$ cat src/rtl/pwm_bus_master.sv
module pwm_bus_master #(
  parameter int UNIT_CLKS   = 8,
  parameter int PAUSE_SYNCS = 3
) (
  input  logic       clk,
  input  logic       rst_n,
  input  logic       start,
  input  logic [2:0] slave_addr,
  input  logic [3:0] reg_addr,
  input  logic [7:0] wdata,
  input  logic       line_in,
  output logic       line_pull,
  output logic       busy,
  output logic       done,
  output logic [7:0] rdata,
  output logic       parity_err,
  output logic       ack_fail
);
  localparam int SLOT = 9 * UNIT_CLKS;
  localparam int NSYM = PAUSE_SYNCS + 19;
  localparam int CW   = $clog2(SLOT + 1);
  localparam int IW   = $clog2(NSYM + 1);
  localparam logic [CW-1:0] LEN_S  = CW'(UNIT_CLKS);
  localparam logic [CW-1:0] LEN_0  = CW'(3 * UNIT_CLKS);
  localparam logic [CW-1:0] LEN_1  = CW'(6 * UNIT_CLKS);
  localparam logic [CW-1:0] TH_LO  = CW'(2 * UNIT_CLKS);
  localparam logic [CW-1:0] TH_HI  = CW'((9 * UNIT_CLKS) / 2);
  localparam logic [CW-1:0] CNT_END = CW'(SLOT - 1);
  localparam logic [IW-1:0] IDX_RD  = IW'(PAUSE_SYNCS + 9);
  localparam logic [IW-1:0] IDX_ACK = IW'(NSYM - 1);
  localparam logic [IW-1:0] IDX_P   = IW'(PAUSE_SYNCS);

  logic [CW-1:0] cnt, lowcnt, meas, low_len;
  logic [IW-1:0] idx;
  logic [18:0]   tx;
  logic [8:0]    rx;
  logic          is_rd;

  wire in_pause  = idx < IDX_P;
  wire ack_slot  = idx == IDX_ACK;
  wire slv_slot  = !in_pause && (ack_slot || (is_rd && idx >= IDX_RD));
  wire slot_end  = busy && cnt == CNT_END;
  wire p1        = ^{1'b0, slave_addr, reg_addr};

  assign low_len   = (in_pause || slv_slot) ? LEN_S : (tx[18] ? LEN_1 : LEN_0);
  assign line_pull = busy && (cnt < low_len);
  assign meas      = lowcnt + CW'(!line_in);

  wire got_one  = meas > TH_HI;
  wire got_zero = !got_one && meas >= TH_LO;

  always_ff @(posedge clk) begin
    if (!rst_n) begin
      busy       <= 1'b0;
      done       <= 1'b0;
      cnt        <= '0;
      lowcnt     <= '0;
      idx        <= '0;
      tx         <= '0;
      rx         <= '0;
      is_rd      <= 1'b0;
      rdata      <= '0;
      parity_err <= 1'b0;
      ack_fail   <= 1'b0;
    end else begin
      done <= 1'b0;
      if (!busy) begin
        if (start) begin
          busy   <= 1'b1;
          cnt    <= '0;
          lowcnt <= '0;
          idx    <= '0;
          is_rd  <= !reg_addr[3];
          tx     <= {1'b0, slave_addr, reg_addr, p1, wdata, ^wdata, 1'b0};
        end
      end else begin
        cnt    <= slot_end ? '0 : cnt + 1'b1;
        lowcnt <= slot_end ? '0 : meas;
        if (slot_end) begin
          idx <= idx + 1'b1;
          if (!in_pause) tx <= {tx[17:0], 1'b0};
          if (slv_slot && !ack_slot) rx <= {rx[7:0], got_one};
          if (ack_slot) begin
            busy       <= 1'b0;
            done       <= 1'b1;
            ack_fail   <= !got_zero;
            parity_err <= is_rd && (^rx);
            if (is_rd) rdata <= rx[8:1];
          end
        end
      end
    end
  end

  assert_done_single_R8: assert property (@(posedge clk) disable iff (!rst_n)
    done |=> !done);
  assert_busy_end_done_R8: assert property (@(posedge clk) disable iff (!rst_n)
    $fell(busy) |-> done);
  assert_idle_released_R1: assert property (@(posedge clk) disable iff (!rst_n)
    !busy |-> !line_pull);
  assert_start_launch_R8: assert property (@(posedge clk) disable iff (!rst_n)
    (start && !busy) |=> (busy && line_pull));
  assert_busy_start_ignored_R9: assert property (@(posedge clk) disable iff (!rst_n)
    (busy && start && !slot_end) |=> $stable(idx));
  assert_write_no_perr_R6: assert property (@(posedge clk) disable iff (!rst_n)
    (done && !is_rd) |-> !parity_err);
endmodule

$ cat config.mk
export PLATFORM = sky130hd
export DESIGN_NAME = pwm_bus_master
export DESIGN_NICKNAME = d
export VERILOG_FILES = /design/src/rtl/pwm_bus_master.sv
export SDC_FILE = /design/constraint.sdc
export NUM_CORES = 1
export LEC_CHECK = 0
export ABC_AREA = 0
export BUFFER_PORTS_ARGS = -buffer_cell sky130_fd_sc_hd__buf_2
export CAP_MARGIN = 10
export CELL_PAD_IN_SITES_DETAIL_PLACEMENT = 0
export CELL_PAD_IN_SITES_GLOBAL_PLACEMENT = 2
export CORE_MARGIN = 1
export CORE_UTILIZATION = 40
export CTS_BUF_LIST = sky130_fd_sc_hd__clkbuf_8
export CTS_CLUSTER_SIZE = 8
export DETAILED_ROUTE_END_ITERATION = 12
export PLACE_DENSITY_LB_ADDON = 0.1
export SYNTH_ARGS = -nofsm -noshare
export SYNTH_HDL_FRONTEND = slang
export SYNTH_SLANG_ARGS = --single-unit
$ cat constraint.sdc
create_clock -name clk -period 5.3 [get_ports clk]
set_clock_uncertainty 0.1 [all_clocks]
set_input_delay 0.795 -clock clk [delete_from_list [all_inputs] [get_ports clk]]
set_output_delay 0.795 -clock clk [all_outputs]
set_load 0.1 [all_outputs]
# ---- Word-level counts from Yosys, hierarchy flattened
# Cells that the tools add are included.
# W data, S select, Z words.
dict set report word_totals {
  ff_bits 60
  latch_bits 0
  ram_bits 0
  rom_bits 0
  in_bits 19
  memories 0
}
dict set report classes {
  addsub 3
  mul 0
  n_div 0
  order_cmp 5
  n_eq_ne 4
  shift 0
  mux 19
  bitwise_logic 1
  reduce_logical 26
}
# operator count
set op_table {}
lappend op_table {{$mux W19} 4}
lappend op_table {{$mux W7} 5}
lappend op_table {{$reduce_xor A8 Y1} 2}
lappend op_table {{$mux W5} 3}
lappend op_table {{$mux W6} 2}
lappend op_table {{$reduce_and A3 Y1} 4}
lappend op_table {{$reduce_xor A9 Y1} 1}
lappend op_table {{$add A7 B1 Y7} 1}
lappend op_table {{$add A7 B1 Y7 const B} 1}
lappend op_table {{$eq A7 B7 Y1 const B} 1}
lappend op_table {{$ge A7 B5 Y1 const B} 1}
lappend op_table {{$gt A7 B6 Y1 const B} 1}
lappend op_table {{$logic_and A1 B1 Y1} 7}
lappend op_table {{$lt A7 B6 Y1} 1}
lappend op_table {{$logic_not A1 Y1} 6}
lappend op_table {{$add A5 B1 Y5 const B} 1}
lappend op_table {{$eq A5 B5 Y1 const B} 1}
lappend op_table {{$ge A5 B4 Y1 const B} 1}
lappend op_table {{$lt A5 B2 Y1 const B} 1}
lappend op_table {{$mux W1} 5}
lappend op_table {{$reduce_and A2 Y1} 2}
lappend op_table {{$reduce_and A4 Y1} 1}
lappend op_table {{$logic_or A1 B1 Y1} 2}
lappend op_table {{$ne A2 B1 Y1 const B} 1}
lappend op_table {{3 further kinds} 3}

# ---- Depth between registers and ports, before layout
dict set report logic_depth {
  depth_word 8
  mapped_depth 10
  depth_no_buf 10
}

# ---- Least setup slack after synthesis
# No wires, ideal clock.
dict set report synth_timing {
  path_type {register to output}
  startpoint {reg busy}
  endpoint {out line_pull}
  arrival_time_ns 3.361
  required_time_ns 4.405
  path_slack_ns 1.044
  stages_incl_launch_ff 5
  path_cell_list {dfxtp_1 > buf_2 > buf_1 > nand3_1 > a31oi_1}
}
dict set report synth_between {
  elab_chain_cells 1
}
# item line_no
set synth_lines {}
lappend synth_lines {{from (decl)} 13} ;# output logic busy,
lappend synth_lines {{from (signal assigned)} 54} ;# busy <= 1'b0;
lappend synth_lines {{from (signal assigned)} 69} ;# busy <= 1'b1;
lappend synth_lines {{from (signal assigned)} 84} ;# busy <= 1'b0;
lappend synth_lines {{$logic_and A1 B1 Y1} 46} ;# assign line_pull = busy && (cnt < low_len);
lappend synth_lines {{to (decl)} 12} ;# output logic line_pull,
# Every way passes these cells.

# ---- Worst setup path after layout
dict set report layout_timing {
  startpoint {reg idx[1]}
  endpoint {out line_pull}
}
dict set report layout_between {
  elab_chain_cells 8
}
# item line_no
set layout_lines {}
lappend layout_lines {{from (decl)} 34} ;# logic [IW-1:0] idx;
lappend layout_lines {{from (signal assigned)} 80} ;# idx <= idx + 1'b1;
lappend layout_lines {{$ge A5 B4 Y1} 41} ;# wire slv_slot = !in_pause && (ack_slot || (is_rd && idx >= IDX_RD));
lappend layout_lines {{$logic_and A1 B1 Y1} 41}
lappend layout_lines {{$logic_or A1 B1 Y1} 41}
lappend layout_lines {{$logic_and A1 B1 Y1} 41}
lappend layout_lines {{$logic_or A1 B1 Y1 *} 45} ;# assign low_len = (in_pause || slv_slot) ? LEN_S : (tx[18] ? LEN_1 : LEN_0);
lappend layout_lines {{$mux W6 *} 45}
lappend layout_lines {{$lt A7 B6 Y1 *} 46}
lappend layout_lines {{$logic_and A1 B1 Y1 *} 46}
# Every way passes the cells marked *; elsewhere a longest branch is shown, timed or not.

==> flow_summary.ini <==
[route]
via_per_inst = 5.161
ant_nets = 0
drc = 0
drt-initial-drc-count = 69
drt-total-wl_um = 6298
vias = 2369
wire_per_inst_um = 13.72
first_pass_iters = 4

[timing]
rsz0062_at_grt = no
slew_violations = 0
max_freq_mhz = 287.1
tightest_slew_ps = 1015
max_slew_margin = 0.3208
fin_setup_tns_ps = 0
fin_crit_sh = 0.6572
fin_crit_ps = 3483
hold_ws_ps = 351.6
hold_viol = 0
setup_viol = 0
layout_setup_ws_ps = 1817

[setup_path]
worstSetupPathType = reg2out
r2r_slack_ps = 2780
required_ps = 4410
crit_slowest_cell = buf_2
r2r_start = cnt[3]$_SDFFE_PN0P_
endpoint = line_pull
path_max_fanout = 5
critical_path.startpoint_type = flop
crit_start = idx[1]$_SDFFE_PN0P_
worstPathArrival_ps = 2590
end_kind = output pin
reg2reg_depth = 5
r2r-end = rdata[6]$_SDFFE_PN0P_
crit_chain = inv_1 > ha_1 > nand3_1 > a21oi_1 > nor2b_1 > nand2_1 > ha_1 > nand2_1 > nand3_1 > a31oi_1 > buf_2
max_stage_delay_ps = 440

[logic_synthesis]
synth_area_leader_cell = dfxtp_1
syn_inst = 334
synth_most_common_cell = dfxtp_1
netlist_top_cells_count = dfxtp_1, nor2_1, mux2i_1
synth_top_area_share = 0.3993
async_reset_ff_frac = 0
netlist_area_um2 = 2958
ys_seq_area_frac = 0.3993
ys.warnings.count = 0
synth_flop_cell = dfxtp_1
ys_ff_latch = 59
ys_types = 50
synth_area_leaders = dfxtp_1, mux2i_1, nor2_1
synth-edff-count = 0
avgSynthCellArea_um2 = 8.856
syn-num-nets = 361

[final_layout]
fillerInstances = 715
stdcell_area_um2 = 3401
finish.utilization = 0.4871
stdcell_count = 459
seq_area_um2 = 1181
nNetsFinal = 385
antenna_cells = 0
drive_gt1_frac = 0.1625
multiInputGateArea_um2 = 1643
synthToLayoutAreaGrowth_pct = 14.97

[clock_network]
cts_tree = done
cts_max_path_buffers = 2
cts-buffers-inserted = 9
cts.sinks = 59
post_cts.repair.setup_buffers = 0
cts-root-buf = clkbuf_8
post_cts_resized = 0
ctsHoldBuffers = 0
cts.clk_slew.worst_paths_ps = 70
cts_htree_levels = 3
insertion_delay_ps = 340

[floorplan]
die_w_um = 87.99
initial_core_util = 0.4237
core-area_um2 = 6982
io_pins = 32
die_h_um = 87.99
die-area_um2 = 7742
rows = 30

[flow_run]
drv_cap = 0

[global_routing]
grt.total_usage = 0.1801
antenna_found_initial = 0
grt_pass1_vias = 2256
gr-total-overflow = 0
grt_pass1_wl_um = 10720
grt_max_degree = 55

[power]
peakVddDrop_v = 0.0001390
leakage_nw = 1.313
power_density_nw_per_um2 = 322.3
finalPower_mw = 1.096

[placement]
post-dp-hpwl_um = 4040
gp_congestion = 0.7707
place_area_um2 = 3152
io_buffers = 31
dp_cells = 443
place_ws_ps = 2179

[outcome]
status = finished, final reports clean

[worst_hold_path]
min_path_type = reg2reg
min_from = rdata[0]$_SDFFE_PN0P_
## cells by family after synthesis
| group | count (synthesis) | synth area share |
|---|---|---|
| flip-flops | 59 | 0.3993 |
| AO/OA/AOI/OAI | 78 | 0.1764 |
| multiplexers | 24 | 0.08122 |
| AND/OR/NAND/NOR | 114 | 0.1908 |
| XOR/XNOR | 22 | 0.06979 |
| adder cells (fa/ha/maj) | 9 | 0.03723 |
| buffers and inverters | 28 | 0.04526 |
## report_power, final
| part | internal (mW) | total [mW] | switching (mW) | leakage, nW |
|---|---|---|---|---|
| sequential | 0.459 | 0.470 | 0.0110 | 0.480 |
| clock | 0.326 | 0.524 | 0.197 | 0.123 |
| combinational | 0.0415 | 0.103 | 0.0611 | 0.710 |
## sequential cells by signal, indices dropped and copies added (netlist names)
name and cells:
cnt 7, done 1, rdata 8, rx 9, ack_fail 1, is_rd 1
lowcnt 7, busy 1, parity_err 1, idx 5, tx 18
## routing by layer
layer	vias up	GRT usage	wire length [µm]
met5	-	0	0
met4	0	0.08346	75
met3	8	0.03110	200
met2	44	0.2812	2854
met1	1073	0.2419	3168
li1	1244	-	-
## worst min-delay path by stage
stage                                        to  slack (ps)  cells after the start
after global routing      rdata[4]$_SDFFE_PN0P_         370                      2
after global placement    rdata[0]$_SDFFE_PN0P_         340                      2
after floorplan              tx[1]$_SDFFE_PN0P_         330                      2
after CTS                 rdata[0]$_SDFFE_PN0P_         350                      2
after detailed placement  rdata[0]$_SDFFE_PN0P_         340                      2
final                     rdata[0]$_SDFFE_PN0P_         350                      2
## placed cells by master (no fill, tap or decap), drive strengths merged, types with 2 or more instances in the layout
master	count
a31oi	4
ha	8
nor3	8
nor4	2
xnor2	16
and2	3
nor2	41
mux2i	24
a21o	3
xor2	5
inv	7
a21oi	23
a41oi	2
a211oi	18
a22oi	5
dfxtp	59
or2	2
bufinv	3
and3	3
nand3b	2
nand2	22
buf	35
a311oi	3
o21a	2
nor2b	4
clkbuf	10
nand3	22
o21ai	10
## worst max-delay path, delay by kind of cell (launching register included)
family,cells,cell delay [ps]
AND/OR/NAND/NOR,5,610
buffers and inverters,2,520
adder cells (fa/ha/maj),2,480
flip-flops,1,400
AO/OA/AOI/OAI,2,250
## final cells by class
cell class | instances | area share
flip-flops and latches | 59 | 0.3473
clock inverters | 6 | 0.03274
inverters | 6 | 0.006623
multi-input cells | 247 | 0.4831
clock buffers | 10 | 0.04047
repair buffers | 35 | 0.05445
well taps | 96 | 0.03532
Note: power is estimated with default switching activity, not from simulation.
